`config.mk`:
```
export PLATFORM = sky130hd
export DESIGN_NAME = dual_word_fifo
export DESIGN_NICKNAME = d
export VERILOG_FILES = /design/src/rtl/wfifo_pkg.sv /design/src/rtl/wfifo_lane_mask.sv /design/src/rtl/wfifo_level.sv /design/src/rtl/wfifo_core.sv /design/src/rtl/dual_word_fifo.sv
export SDC_FILE = /design/constraint.sdc
export NUM_CORES = 1
export LEC_CHECK = 0
export BUFFER_PORTS_ARGS = -buffer_cell sky130_fd_sc_hd__buf_2
export CAP_MARGIN = 20
export CORE_ASPECT_RATIO = 1.75
export CORE_UTILIZATION = 50
export DETAILED_ROUTE_END_ITERATION = 6
export PLACE_DENSITY = 0.67
export SYNTH_ARGS = -nofsm -noshare
export SYNTH_HDL_FRONTEND = slang
export SYNTH_SLANG_ARGS = --single-unit
```
`constraint.sdc`:
```
create_clock -name clk -period 7.1 [get_ports clk]
set_input_delay 1.42 -clock clk [delete_from_list [all_inputs] [get_ports clk]]
set_output_delay 1.42 -clock clk [all_outputs]
set_load 0.005 [all_outputs]
```
`src/rtl/wfifo_pkg.sv`:
```
package wfifo_pkg;
    typedef enum logic [1:0] {
        EW_ONE   = 2'd0,
        EW_TWO   = 2'd1,
        EW_THREE = 2'd2,
        EW_FOUR  = 2'd3
    } ent_width_e;

    localparam int LANE_BITS = 8;
endpackage

```
`src/rtl/wfifo_lane_mask.sv`:
```
module wfifo_lane_mask #(
    parameter int DW   = 32,
    parameter int SELW = 2
) (
    input  logic [SELW-1:0] sel,
    input  logic [DW-1:0]   din,
    output logic [DW-1:0]   dout
);
    localparam int LB    = wfifo_pkg::LANE_BITS;
    localparam int LANES = DW / LB;

    // lane b survives when the width code covers it
    for (genvar b = 0; b < LANES; b++) begin : g_lane
        assign dout[b*LB +: LB] = (int'(sel) >= b) ? din[b*LB +: LB] : '0;
    end
endmodule

```
`src/rtl/wfifo_level.sv`:
```
module wfifo_level #(
    parameter int CW    = 5,
    parameter int TW    = 4,
    parameter bit ABOVE = 1'b1
) (
    input  logic [CW-1:0] count,
    input  logic [TW-1:0] thr,
    output logic          hit
);
    logic [CW-1:0] thr_ext;
    assign thr_ext = CW'(thr);

    if (ABOVE) begin : g_above
        assign hit = (count > thr_ext);
    end else begin : g_low
        assign hit = (count <= thr_ext);
    end
endmodule

```
`src/rtl/wfifo_core.sv`:
```
module wfifo_core #(
    parameter int DEPTH = 16,
    parameter int DW    = 32
) (
    input  logic                     clk,
    input  logic                     rst_n,
    input  logic                     flush,
    input  logic                     push,
    input  logic [DW-1:0]            wdata,
    input  logic                     pop,
    output logic [DW-1:0]            rdata,
    output logic [$clog2(DEPTH):0]   count,
    output logic                     full,
    output logic                     empty,
    output logic                     ovf,
    output logic                     unf
);
    localparam int AW = $clog2(DEPTH);
    localparam int CW = AW + 1;
    localparam logic [CW-1:0] CNT_FULL = CW'(DEPTH);
    localparam logic [AW-1:0] PTR_LAST = AW'(DEPTH - 1);

    typedef struct packed {
        logic [AW-1:0] wptr;
        logic [AW-1:0] rptr;
        logic [CW-1:0] cnt;
        logic          ovf;
        logic          unf;
    } st_t;

    st_t st_d, st_q;
    logic do_push, do_pop, is_full, is_empty;
    logic [DW-1:0] mem [DEPTH];

    assign is_full  = (st_q.cnt == CNT_FULL);
    assign is_empty = (st_q.cnt == '0);

    always_comb begin
        st_d    = st_q;
        do_push = 1'b0;
        do_pop  = 1'b0;
        if (flush) begin
            st_d = '0;
        end else begin
            do_push = push && !is_full;
            do_pop  = pop && !is_empty;
            if (push && is_full)  st_d.ovf = 1'b1;
            if (pop && is_empty)  st_d.unf = 1'b1;
            if (do_push) st_d.wptr = (st_q.wptr == PTR_LAST) ? '0 : st_q.wptr + 1'b1;
            if (do_pop)  st_d.rptr = (st_q.rptr == PTR_LAST) ? '0 : st_q.rptr + 1'b1;
            st_d.cnt = st_q.cnt + CW'(do_push) - CW'(do_pop);
        end
    end

    always_ff @(posedge clk or negedge rst_n) begin
        if (!rst_n) st_q <= '0;
        else        st_q <= st_d;
    end

    always_ff @(posedge clk) begin
        if (do_push) mem[st_q.wptr] <= wdata;
    end

    assign rdata = mem[st_q.rptr];
    assign count = st_q.cnt;
    assign full  = is_full;
    assign empty = is_empty;
    assign ovf   = st_q.ovf;
    assign unf   = st_q.unf;

    AST_COUNT_LIMIT: assert property (@(posedge clk) disable iff (!rst_n)
        count <= CNT_FULL);
    AST_NO_OVERFLOW: assert property (@(posedge clk) disable iff (!rst_n)
        (full && push && !pop && !flush) |=> (count == CNT_FULL) && ovf);
    AST_NO_UNDERFLOW: assert property (@(posedge clk) disable iff (!rst_n)
        (empty && pop && !push && !flush) |=> (count == '0) && unf);
    AST_FLUSH_EMPTIES: assert property (@(posedge clk) disable iff (!rst_n)
        flush |=> empty && !ovf && !unf);
    AST_FAULT_STICKY: assert property (@(posedge clk) disable iff (!rst_n)
        (ovf && !flush) |=> ovf);
    AST_PUSHPOP_HOLD: assert property (@(posedge clk) disable iff (!rst_n)
        (push && pop && !flush && !full && !empty) |=> $stable(count));
endmodule

```
`src/rtl/dual_word_fifo.sv`:
```
module dual_word_fifo #(
    parameter int DEPTH = 16,
    parameter int DW    = 32,
    parameter int TW    = 4,
    parameter int SELW  = 2
) (
    input  logic                   clk,
    input  logic                   rst_n,
    input  logic [SELW-1:0]        cfg_width,
    input  logic [TW-1:0]          cfg_tx_thr,
    input  logic [TW-1:0]          cfg_rx_thr,
    input  logic                   tx_flush,
    input  logic                   rx_flush,
    input  logic                   tx_push,
    input  logic [DW-1:0]          tx_wdata,
    input  logic                   tx_pop,
    output logic [DW-1:0]          tx_rdata,
    output logic [$clog2(DEPTH):0] tx_count,
    output logic                   tx_full,
    output logic                   tx_empty,
    output logic                   tx_low,
    output logic                   tx_ovf,
    output logic                   tx_unf,
    output logic                   irq_tx,
    input  logic                   rx_push,
    input  logic [DW-1:0]          rx_wdata,
    input  logic                   rx_pop,
    output logic [DW-1:0]          rx_rdata,
    output logic [$clog2(DEPTH):0] rx_count,
    output logic                   rx_full,
    output logic                   rx_empty,
    output logic                   rx_ovf,
    output logic                   rx_unf,
    output logic                   irq_rx
);
    localparam int CW = $clog2(DEPTH) + 1;

    logic [DW-1:0] tx_masked, rx_masked;

    wfifo_lane_mask #(.DW(DW), .SELW(SELW)) u_tx_mask (
        .sel(cfg_width), .din(tx_wdata), .dout(tx_masked));
    wfifo_lane_mask #(.DW(DW), .SELW(SELW)) u_rx_mask (
        .sel(cfg_width), .din(rx_wdata), .dout(rx_masked));

    wfifo_core #(.DEPTH(DEPTH), .DW(DW)) u_tx_q (
        .clk(clk), .rst_n(rst_n), .flush(tx_flush),
        .push(tx_push), .wdata(tx_masked), .pop(tx_pop), .rdata(tx_rdata),
        .count(tx_count), .full(tx_full), .empty(tx_empty),
        .ovf(tx_ovf), .unf(tx_unf));

    wfifo_core #(.DEPTH(DEPTH), .DW(DW)) u_rx_q (
        .clk(clk), .rst_n(rst_n), .flush(rx_flush),
        .push(rx_push), .wdata(rx_masked), .pop(rx_pop), .rdata(rx_rdata),
        .count(rx_count), .full(rx_full), .empty(rx_empty),
        .ovf(rx_ovf), .unf(rx_unf));

    wfifo_level #(.CW(CW), .TW(TW), .ABOVE(1'b0)) u_tx_lvl (
        .count(tx_count), .thr(cfg_tx_thr), .hit(tx_low));
    wfifo_level #(.CW(CW), .TW(TW), .ABOVE(1'b1)) u_rx_lvl (
        .count(rx_count), .thr(cfg_rx_thr), .hit(irq_rx));

    assign irq_tx = tx_empty;

    AST_FLUSH_ISOLATED: assert property (@(posedge clk) disable iff (!rst_n)
        (rx_flush && !tx_flush && !tx_push && !tx_pop) |=> $stable(tx_count));
endmodule

```
* Yosys cells after proc, flatten, opt, wreduce, memory -nomap -nowiden *
Memory sizes are Yosys's and may differ from the RTL's.
Index checks and enable logic that the tools add are counted.
W data, S select, Z words.

operators by class
  add/subtract/negate cells = 8
  multipliers = 0
  div/mod/pow operators = 0
  $lt $le $gt $ge = 5
  equality and inequality tests = 6
  shift operators = 0
  muxes and demuxes = 26
  bitwise logic cells = 0
  reduce and logical (&&, ||, !) cells = 22

operators by type and width
  cell                   count
  $mux W8                6
  $mux W4                8
  $mux W15               2
  $add A4 B1 Y4 const B  4
  $eq A4 B4 Y1 const B   4
  $reduce_bool A2 Y1     8
  $add A5 B1 Y5          2
  $eq A5 B5 Y1 const B   2
  $logic_not A5 Y1       2
  $mux W1                10
  $sub A5 B1 Y5          2
  $logic_and A1 B1 Y1    8
  $gt A5 B4 Y1           1
  $le A5 B4 Y1           1
  $ge A2 B2 Y1 const B   2
  $logic_not A1 Y1       4
  $ge A2 B1 Y1 const B   1

storage, ports and cells
  register bits after elaboration = 30
  bits in latches = 0
  memory bits (writable) = 1024
  bits in read-only memories = 0
  output and inout bits = 85
  memories = 2

memories
  name        depth  bits a word  read ports  clocked after memory_dff  write ports  RTL line          source
  u_rx_q.mem  16     32           1           0                         1            wfifo_core.sv:33  logic [DW-1:0] mem [DEPTH];
  u_tx_q.mem  16     32           1           0                         1            wfifo_core.sv:33

* Depth between registers and ports, before layout *
Gate-level depths: netlist of run 1.

  word-level depth = 6
  gate-level depth with buffers = 13

* Modules after synthesis *
From an unflattened synthesis of run 1, not the netlist that was laid out.

second synthesis, totals
  cell total of the unflattened synthesis = 2112
  area, all modules = 41737.5 sq um

by module, submodules not included
  module                   instances  cells an instance  area each (sq um)  sequential area each (sq um)
  wfifo_core at u_rx_q     1          1041               20507.2            15750.1
  wfifo_core at u_tx_q     1          970                20498.4            15750.1
  wfifo_lane_mask          2          35                 251.5              0.0
  wfifo_level at u_tx_lvl  1          15                 116.4              0.0
  wfifo_level at u_rx_lvl  1          15                 105.1              0.0
  dual_word_fifo           1          1                  7.5                0.0

* Worst setup path before layout of run 1 *
No wires, ideal clock.

  path kind = input -> register
  from = input rx_push
  to = memory u_rx_q.mem[3][0] (enable)
  library setup time = 0.461 ns
  arrival time = 4.064 ns
  required time = 6.639 ns
  slack = 2.575 ns
  stages on the path = 4
  buffers on the path = 0
  path through = nand2b_1 nor2_1 nand2_1 nor3_1

on the way
  longest elaborated chain between the ends = 4

RTL lines
  element                        RTL line              source
  from (decl)                    dual_word_fifo.sv:25  input logic rx_push,
  $logic_and A1 B1 Y1            wfifo_core.sv:45      do_push = push && !is_full;
  $mux W1                        wfifo_core.sv:42      if (flush) begin
  $mux W1                        wfifo_core.sv:61      if (do_push) mem[st_q.wptr] <= wdata;
  $mux W1 (implied by the code)  wfifo_core.sv:61
  to (decl)                      wfifo_core.sv:33

Every way passes these cells.

* Worst setup path in the final report of run 1 *
  from = register u_tx_q.st_q[8] (netlist bit)
  to = output tx_rdata[7]

on the way
  longest elaborated chain between the ends = 1

RTL lines
  element                 RTL line              source
  from (decl)             wfifo_core.sv:31      st_t st_d, st_q;
  from (signal assigned)  wfifo_core.sv:57      else st_q <= st_d;
  $mem_v2 Z16 W32         --
  to (decl)               dual_word_fifo.sv:17  output logic [DW-1:0] tx_rdata,

Every way passes these cells.

==> qor.csv, run 1 <==
metric;value;unit
min_path_type;flop to flop;
grt_pass1_vias;20800;
floorplan.rows;139;
synth_area;0.0413;mm^2
cts.sinks;1054;
synthesis.nets;2027;
grt_setup_unrepaired;false;
htree_levels;3;
cts_buffers;91;
leakage;15.0;nW
clock_latency;670;ps
p_sw;3.31;mW
die-area;0.0839;mm^2
synth.top_cell.area_share;74.4;%
synthDistinctLibCells;39;
run_status;completed;
cp.required;5680;ps
start_util;50.5;%
antenna_found_initial;7;
ys_ff_latch;1054;
end_kind;primary output;
avgSynthCellArea;21.6;um^2
fmaxAchievable;0.194;GHz
syn_to_final_growth;12.7;%
core_area;0.0819;mm^2
combPwrFrac;14.3;%
ys.flop_type;edfxtp_1;
path_class;flop to primary output;
switching_share;23.3;%
critPathMaxFanout;94;
p_int;10.9;mW
drcViolationCount;0;
synth-edff-count;1024;
clkSlewWorstSetupHoldPaths;70;ps
cts_tree;built;
cts_buffer_depth;3;
instances_no_fill;3245;
ys_warn_count;0;
syn_inst;1913;
grt_pass1_wl;134000;um
cts-root-buf;clkbuf_16;
cts_resized;0;
final.min_clock_period;5150;ps
ys_seq_area_share;76.2;%
arrival;3730;ps
utilization;56.8;%
dieWidth;219;um
diodes;0;
p_per_area;304;mW/mm^2
dp.cells;3075;
start_kind;flop;
pwr-share-clk;35.4;%
grt_max_degree;95;
worstMarginPinSlew;1060;ps
final-hold-violation-count;0;
via_count;19500;
hpwl;48400;um
finalCritPeriodShare;72.5;%
dr.first_iter.drc_count;1814;
gp_congestion;0.756;
relSlewSlack;29.2;%
post_cts_buffers;0;
gr-total-overflow;0;
ys_async_sr_fraction;2.85;%
yosysTopAreaCell;edfxtp_1;
drt-total-wl;91400;um
post_drt_via_cell_ratio;6.02;
finalMaxSlewViolations;0;
layout.nets;2225;
finClkSkew;19.6;ps
antenna_left;0;
maxCapViolCount;0;
drt_pass1_iterations;5;
cts_hold_buf;0;
die_y;382;um
synth_area_leaders;edfxtp_1 74%, mux4_2 14%, dfrtp_1 1.8%;
port_buffers;166;
max-vdd-ir-drop;0.000309;V
grt_util_all_layers;22.3;%
drive_gt1_share;32.7;%
p_seq_share;50.3;%
num_io_pins;167;
setup_tns;0;ps
wl_per_cell;28.2;um
finalSetupViolations;0;
-- per-stage QoR --
stage | hold WS (ps) | setup slack [ps] | power [mW] | cell area [um^2]
after floorplan | 486 | 2570 | 8.75 | 41300
after global placement | 474 | 2660 | 9.28 | 43500
after detailed placement | 483 | 2620 | 9.33 | 43500
after CTS | 502 | 1890 | 14.3 | 46600
after global routing | 528 | 1780 | 14.7 | 46600
final | 497 | 1950 | 14.2 | 46600
-- state kept, by name (all words and copies together), names as in the netlist --
name,flops
u_rx_q.st_q,8
u_tx_q.ovf,1
u_rx_q.mem,512
u_rx_q.unf,1
u_rx_q.count,5
u_tx_q.count,5
u_tx_q.mem,512
u_tx_q.st_q,8
u_tx_q.unf,1
u_rx_q.ovf,1
-- power by group through the flow --
stage          registers (mW)  clock network, mW  logic, mW
2_1_floorplan            7.11                  0       1.64
3_3_place_gp             7.26                  0       2.02
3_5_place_dp             7.27                  0       2.06
4_1_cts                  7.14               5.11       2.07
5_1_grt                  7.15               5.32       2.21
6_report                 7.13               5.02       2.03
-- final timing paths --
| check | from | endpoint | slack [ps] | cells past startpoint |
|---|---|---|---|---|
| min in group asynchronous | rst_n | u_tx_q.st_q[7] | 840 | 1 |
| max in group asynchronous | rst_n | u_rx_q.st_q[7] | 5690 | 1 |
| min reg2reg | u_rx_q.ovf | u_rx_q.ovf | 500 | 2 |
| max | u_tx_q.st_q[8] | tx_rdata[7] | 1950 | 6 |
| max reg2reg | u_tx_q.count[2] | u_tx_q.mem[0][10] | 3690 | 8 |
| min | u_rx_q.ovf | u_rx_q.ovf | 500 | 2 |
-- Yosys cell counts, types with 2 or more instances --
library cell and number:
edfxtp_1 1024, mux4_2 256, mux2_2 63, inv_1 56, nor2b_1 56, nor2_1 48
clkbuf_1 37, buf_2 36, a221o_1 32, o221ai_1 32, dfrtp_1 30, ha_1 30
o21ai_0 29, nand2_1 25, a21oi_1 22, and2_1 16, and3_1 16, buf_4 14
buf_1 13, buf_6 11, o21ai_1 11, nand2b_1 9, nor3_1 8, xor2_1 6
a21o_1 4, mux2i_1 4, or3_1 4, xnor2_1 4, a311oi_1 2, a31oi_1 2
fa_1 2, nor4b_1 2, nor4bb_1 2, or4_1 2
-- area by class of cell --
class                           count  area (um^2)
Clock buffer                      111         2420
Sequential cell                  1054        31500
Inverter                           56          210
Clock inverter                     59          608
Timing Repair Buffer              216         1230
Multi-Input combinational cell    692         9260
Fill cell                        5894        35300
Tap cell                         1057         1320
-- kinds of logic after synthesis --
logic type / count (synthesis) / share of synthesized area, %
buffers and inverters: 167 / 1.95
AO/OA/AOI/OAI: 136 / 2.39
flip-flops: 1054 / 76.2
adder cells (fa/ha/maj): 32 / 1.00
multiplexers: 324 / 15.8
XOR/XNOR: 10 / 0.212
AND/OR/NAND/NOR: 190 / 2.45
-- cells in the final DEF (no fill, tap or decap), drive strengths merged --
| master | instances |
|---|---|
| nor4bb | 2 |
| clkinvlp | 6 |
| nand2 | 25 |
| fa | 2 |
| a21oi | 22 |
| nor3 | 8 |
| or3 | 4 |
| and3 | 16 |
| o21a | 1 |
| clkbuf | 111 |
| a21o | 4 |
| nor2b | 56 |
| mux4 | 256 |
| nor4b | 2 |
| bufinv | 11 |
| edfxtp | 1024 |
| and2 | 16 |
| nand4 | 1 |
| or4 | 2 |
| mux2i | 4 |
| ha | 30 |
| clkinv | 39 |
| mux2 | 64 |
| xnor2 | 4 |
| buf | 216 |
| nand2b | 9 |
| o221ai | 32 |
| and4 | 1 |
| dfrtp | 30 |
| a311oi | 2 |
| nor2 | 48 |
| inv | 59 |
| o21bai | 1 |
| a31oi | 2 |
| a221o | 32 |
| xor2 | 6 |
| o21ai | 40 |
-- metal layers --
layer  up-vias  GRT usage, %  wire (um)
met5         -             0         62
met4        10          8.05       2490
met3       157          4.15       5770
met2       683          40.3      50300
li1       8304             -          -
met1     10400          26.2      32800
-- critical path, stage by stage (launching register included) --
cell      delay [ps]
dfrtp_4         1120
buf_12           490
mux2_2           410
o221ai_1         210
o21ai_0          130
a221o_1          410
buf_2            140
Note: power is estimated with default switching activity, not from simulation.
==> run 2: changes to the inputs <==
==> constraint.sdc (replaced) <==
create_clock -name clk -period 4.95 [get_ports clk]
set_input_delay 0.99 -clock clk [delete_from_list [all_inputs] [get_ports clk]]
set_output_delay 0.99 -clock clk [all_outputs]
set_load 0.005 [all_outputs]
==> run 2 against run 1 <==
Effect of this change:
- sequential cell count stayed put
- first-iteration DRC count is 14% lower
- register-to-register slack worse by 2100 ps
- via count increased by 0.42%
- critical path type unchanged
==> qor.csv, run 2 (synthesized netlist as in run 1, its figures left out) <==
metric;value;unit;change
globalRouteMet3Util;3.73;%;-0.42 points
timing.hold.ws;403;ps;-94.3 ps
cts-root-buf;clkbuf_16;;
crit_path_cell_trace;buf_12 -> mux4_2 -> inv_1 -> o21ai_1 -> a221o_1 -> buf_2;;
dp.cells;3095;;+0.65%
gr-total-overflow;0;;unchanged
use_met1;27.3;%;+1.1 points
critPathMaxStageDelay;730;ps;-390 ps
crit_buf_inv;3;;+1
cts.sinks;1054;;unchanged
cts_buffers;92;;+1.1%
clkSlewWorstSetupHoldPaths;70;ps;about the same
finalCritPeriodShare;88.6;%;
finClkSkew;25.4;ps;+5.79 ps
drive_gt1_share;33.6;%;+0.93 points
hpwl;51700;um;+6.6%
port_buffers;166;;unchanged
reg.largest.list;u_rx_q.mem x512, u_tx_q.mem x512;;
critical-path-top-delay-family;buffers and inverters;;
crit_slowest_cell;dfrtp_4;;
run_status;completed;;
relSlewSlack;28.7;%;-0.50 points
post_cts_buffers;0;;unchanged
worstMarginPinSlew;1070;ps;+7.48 ps
via_count;19600;;+0.42%
syn_to_final_growth;13.5;%;
wl_per_cell;28.4;um;+0.62%
post_drt_via_cell_ratio;6.01;;-0.23%
drt_pass1_iterations;7;;+2
num_io_pins;167;;unchanged
final.min_clock_period;4390;ps;
end_kind;primary output;;
finalSetupViolations;0;;unchanged
critical_path_depth;6;;unchanged
instances_no_fill;3266;;+0.65%
grt_setup_unrepaired;false;;
cts_hold_buf;0;;unchanged
leakage;15.1;nW;+1.2%
cts_resized;0;;unchanged
dr.first_iter.drc_count;1554;;-14%
cts_tree;built;;
arrival;3400;ps;-330 ps
layout.nets;2246;;+0.94%
pre_cts_slack;1160;ps;-1460 ps
grt_pass1_wl;137000;um;+1.9%
drt-total-wl;92600;um;+1.3%
cts_buffer_depth;3;;unchanged
cp.required;3960;ps;-1720 ps
grt_max_degree;81;;-15%
die-area;0.0839;mm^2;unchanged
setup_slack;563;ps;-1390 ps
final_common_cell;edfxtp_1;;
path_class;flop to primary output;;
grt_util_all_layers;22.6;%;+0.30 points
reg2regPathDepth;12;;+4
drcViolationCount;0;;unchanged
die_y;382;um;unchanged
start_util;50.5;%;unchanged
critPathMaxFanout;80;;-15%
final-hold-violation-count;0;;unchanged
mostFrequentLayoutCells;1024 x edfxtp_1, 256 x mux4_2, 166 x buf_2, 94 x clkbuf_16, 65 x buf_4;;
p_per_area;442;mW/mm^2;+45%
finalMaxSlewViolations;0;;unchanged
grt_pass1_vias;21200;;+2.0%
clock_latency;660;ps;about the same
maxCapViolCount;0;;unchanged
dieWidth;219;um;unchanged
fmaxAchievable;0.228;GHz;
grt_util_met2;40.9;%;+0.57 points
core_area;0.0819;mm^2;unchanged
htree_levels;3;;unchanged
rrSetupSlack;1610;ps;-2080 ps
floorplan.rows;139;;unchanged
min_path_type;input pin to asynchronous set/reset pin;;
max-vdd-ir-drop;0.000362;V;+17%
antenna_left;0;;unchanged
grt.busiest_layer;met2;;
gp_congestion;0.768;;+1.5%
setup_tns;0;ps;unchanged
start_kind;flop;;
antenna_found_initial;2;;-5
run 2: changes by cell type in the layout (fill, tap and decap cells not counted), moves of 3 or more:
cell       delta
buf_12        +3
clkinv_2      -5
clkinv_1      +3
buf_4        +17
inv_6         +6
bufinv_16     +5
clkbuf_1     -10
run 2: final cells by class:
class | instances | area [um^2]
Fill cell | 5907 | 35000
Sequential cell | 1054 | 31500
Multi-Input combinational cell | 692 | 9260
Clock buffer | 101 | 2380
Timing Repair Buffer | 236 | 1420
Tap cell | 1057 | 1320
Clock inverter | 69 | 791
Inverter | 56 | 210
Antenna cell | 1 | 2.50
run 2: worst paths after layout:
path / startpoint / to
setup reg to reg: u_tx_q.count[2] / u_tx_q.count[4]
hold reg to reg: u_tx_q.ovf / u_tx_q.ovf
hold / removal: rst_n / u_tx_q.ovf
max in group asynchronous: rst_n / u_rx_q.st_q[7]
setup / recovery: u_tx_q.st_q[7] / tx_rdata[15]
min in group clk: u_tx_q.ovf / u_tx_q.ovf
run 2: metal layers:
layer,vias to the layer above,part of all wire (%)
met2,647,55
met3,154,5.9
met1,10500,37
met4,4,2.5
met5,-,0.029
li1,8346,-
run 2: report_power, final:
group / switching [mW] / total [mW] / internal (mW) / leakage, nW
registers: 0.227 / 10.2 / 9.95 / 9.73
logic: 1.41 / 3.02 / 1.60 / 3.88
clock network: 3.23 / 7.56 / 4.33 / 1.54
run 2: metrics by stage:
step | instance area, um^2 | util [%] | power (mW)
6_report | 46900 | 57.3 | 20.7
5_1_grt | 46900 | 57.3 | 21.5
4_1_cts | 46900 | 57.3 | 21.0
3_5_place_dp | 43700 | 53.4 | 13.4
3_3_place_gp | 43700 | 53.4 | 13.4
2_1_floorplan | 41300 | - | 12.5
==> run 3: changes to the inputs <==
--- a/config.mk
+++ b/config.mk
@@ -13,4 +13,5 @@
 export PLACE_DENSITY = 0.67
 export SYNTH_ARGS = -nofsm -noshare
 export SYNTH_HDL_FRONTEND = slang
+export SYNTH_HIERARCHICAL = 1
 export SYNTH_SLANG_ARGS = --single-unit
==> run 3 against run 2 <==
Effect of this change:
- the run now ends with design-rule violations left
- synthesized cell count is 10% higher
- non-clock buffer count is 7 higher
- largest power group unchanged
- maximum frequency is 2.9% higher
- global-route usage is 0.77 points higher
- first-iteration DRC count is 3.9% lower
- critical path depth is 1 lower
==> qor.csv, run 3 <==
metric;value;unit;change
cts_buffers;92;;unchanged
reg2regPathDepth;12;;unchanged
final_common_cell;edfxtp_1;;
synth_top_family_by_area;multiplexers;;
synth_area_leaders;edfxtp_1 74%, mux4_2 8.6%, mux2i_1 5.5%;;
finalCritPeriodShare;86.1;%;-2.5 points
ys.flop_type;edfxtp_1;;
synth-edff-count;1024;;unchanged
antenna_left;0;;unchanged
crit_start;u_tx_q/st_q[7];;
ys_seq_area_share;75.5;%;-0.73 points
syn_inst;2112;;+10%
ys_ff_latch;1054;;unchanged
synthesis.nets;2226;;+9.8%
synth_compound_area_share;4.67;%;+2.3 points
rrSetupSlack;1590;ps;-20 ps
r2r-end;u_tx_q/count[4];;
port_buffers;166;;unchanged
final-hold-violation-count;0;;unchanged
arrival;3270;ps;-130 ps
run_status;finished, violations left;;
p_per_area;438;mW/mm^2;-1.0%
maxCapViolCount;0;;unchanged
gp_congestion;0.770;;+0.33%
gr-total-overflow;0;;unchanged
setup_tns;0;ps;unchanged
crit_buf_inv;2;;-1
synthXorXnorAreaFrac;0.252;%;+0.040 points
critPathMaxStageDelay;930;ps;+200 ps
clock_latency;680;ps;+20 ps
synth_area;0.0417;mm^2;+0.97%
yosys.area_share.simple;2.11;%;-0.34 points
finalMaxSlewViolations;0;;unchanged
final.min_clock_period;4260;ps;-124 ps
fmaxAchievable;0.235;GHz;+2.9%
utilization;57.1;%;-0.15 points
start_util;50.7;%;+0.27 points
yosysTopAreaCell;edfxtp_1;;
reg.largest.list;u_rx_q/mem x512, u_tx_q/mem x512;;
die-area;0.0847;mm^2;+0.97%
num_io_pins;167;;unchanged
end_kind;primary output;;
crit_slowest_cell;dfrtp_4;;
mostFrequentLayoutCells;1024 x edfxtp_1, 229 x mux2i_1, 166 x buf_2, 160 x mux4_2, 94 x clkbuf_16;;
relSlewSlack;28.8;%;+0.11 points
critPathMaxFanout;48;;-40%
hpwl;55600;um;+7.7%
cts_resized;0;;unchanged
die_y;384;um;+0.48%
dieWidth;220;um;+0.48%
min_path_type;input pin to asynchronous set/reset pin;;
avgSynthCellArea;19.8;um^2;-8.5%
leakage;15.0;nW;-0.91%
syn_to_final_growth;12.6;%;
post_drt_via_cell_ratio;6.11;;+1.7%
max-vdd-ir-drop;0.000330;V;-8.7%
worstMarginPinSlew;1070;ps;-1.67 ps
synthTopCellsByCount;1024 x edfxtp_1, 229 x mux2i_1, 160 x mux4_2;;
violations;design-rule violations;;
synthDistinctLibCells;51;;+31%
floorplan.rows;139;;unchanged
post_cts_buffers;0;;unchanged
grt_pass1_wl;142000;um;+3.7%
yosysMostFrequentCell;edfxtp_1;;
crit_path_end;tx_rdata[17];;
ys_async_sr_fraction;2.85;%;unchanged
cts.sinks;1054;;unchanged
synthMuxAreaShare;14.1;%;-1.7 points
dr.first_iter.drc_count;1493;;-3.9%
cts-root-buf;clkbuf_16;;
cp.required;3960;ps;about the same
path_class;flop to primary output;;
ys_warn_count;6;;+6
synth.top_cell.area_share;73.7;%;-0.72 points
drt_pass1_iterations;7;;unchanged
cts_hold_buf;0;;unchanged
start_kind;flop;;
wl_per_cell;28.3;um;-0.11%
finalSetupViolations;0;;unchanged
crit_path_cell_trace;buf_12 -> mux4_2 -> a32oi_1 -> o21ai_1 -> buf_2;;
grt_util_all_layers;23.4;%;+0.77 points
clkSlewWorstSetupHoldPaths;70;ps;about the same
cts_buffer_depth;3;;unchanged
grt_max_degree;52;;-36%
via_count;21000;;+7.0%
synthAdderAreaFrac;0.995;%;-0.0097 points
htree_levels;3;;unchanged
drt-total-wl;97300;um;+5.1%
layout.nets;2414;;+7.5%
grt_pass1_vias;22200;;+4.5%
drive_gt1_share;25.5;%;-8.1 points
antenna_found_initial;7;;+5
core_area;0.0823;mm^2;+0.42%
drcViolationCount;36;;+36
cts_tree;built;;
critical_path_depth;5;;-1
r2r_start;u_tx_q/count[2];;
finClkSkew;13.7;ps;-11.7 ps
grt_setup_unrepaired;false;;
critical-path-top-delay-family;flip-flops;;
-- run 3: report_power, final --
group          switching [mW]  internal, mW
clock                    3.16          3.99
sequential              0.279          9.98
combinational            1.65          1.52
total                    5.09          15.5
-- run 3: logic make-up (layout without fill, tap and decap cells) --
logic type	count (synthesis)	in the layout
other	0	3
AND/OR/NAND/NOR	171	171
AO/OA/AOI/OAI	275	275
buffers and inverters	179	444
multiplexers	389	389
XOR/XNOR	12	12
adder cells (fa/ha/maj)	32	32
flip-flops	1054	1054
-- run 3: metrics by stage --
| step | total power [mW] | instance area [um^2] | std cells | setup WS, ps | hold slack (ps) |
|---|---|---|---|---|---|
| final | 20.6 | 47000 | 3437 | 687 | 447 |
| after global routing | 21.3 | 47000 | 3436 | 453 | 481 |
| after CTS | 20.7 | 47000 | 3434 | 571 | 447 |
| after detailed placement | 13.7 | 44000 | 3263 | 1310 | 484 |
| after global placement | 13.6 | 44000 | 3263 | 1350 | 478 |
| after floorplan | 12.7 | 41700 | 2112 | 789 | 486 |
-- run 3: worst min-delay path by stage --
stage | depth (start not counted) | slack [ps] | end
finish | 1 | 450 | u_tx_q/unf
global route | 1 | 480 | u_tx_q/unf
CTS | 1 | 450 | u_tx_q/unf
detailed placement | 2 | 480 | u_tx_q/ovf
global placement | 2 | 480 | u_tx_q/ovf
floorplan | 2 | 490 | u_rx_q/ovf
-- run 3: routing by layer --
metal | GRT usage (%) | vias up | share of wire, %
met5 | 0 | - | 0.061
met2 | 42.9 | 753 | 55
li1 | - | 8998 | -
met1 | 26.7 | 11100 | 36
met4 | 9.63 | 10 | 3.4
met3 | 3.89 | 192 | 6.0
-- run 3: area by class of cell --
type | instances | area, um^2
Clock inverter | 55 | 528
Timing Repair Buffer | 243 | 1550
Clock buffer | 116 | 2440
Tap cell | 1057 | 1320
Antenna cell | 3 | 7.51
Multi-Input combinational cell | 879 | 9500
Fill cell | 6039 | 35300
Inverter | 30 | 113
Sequential cell | 1054 | 31500
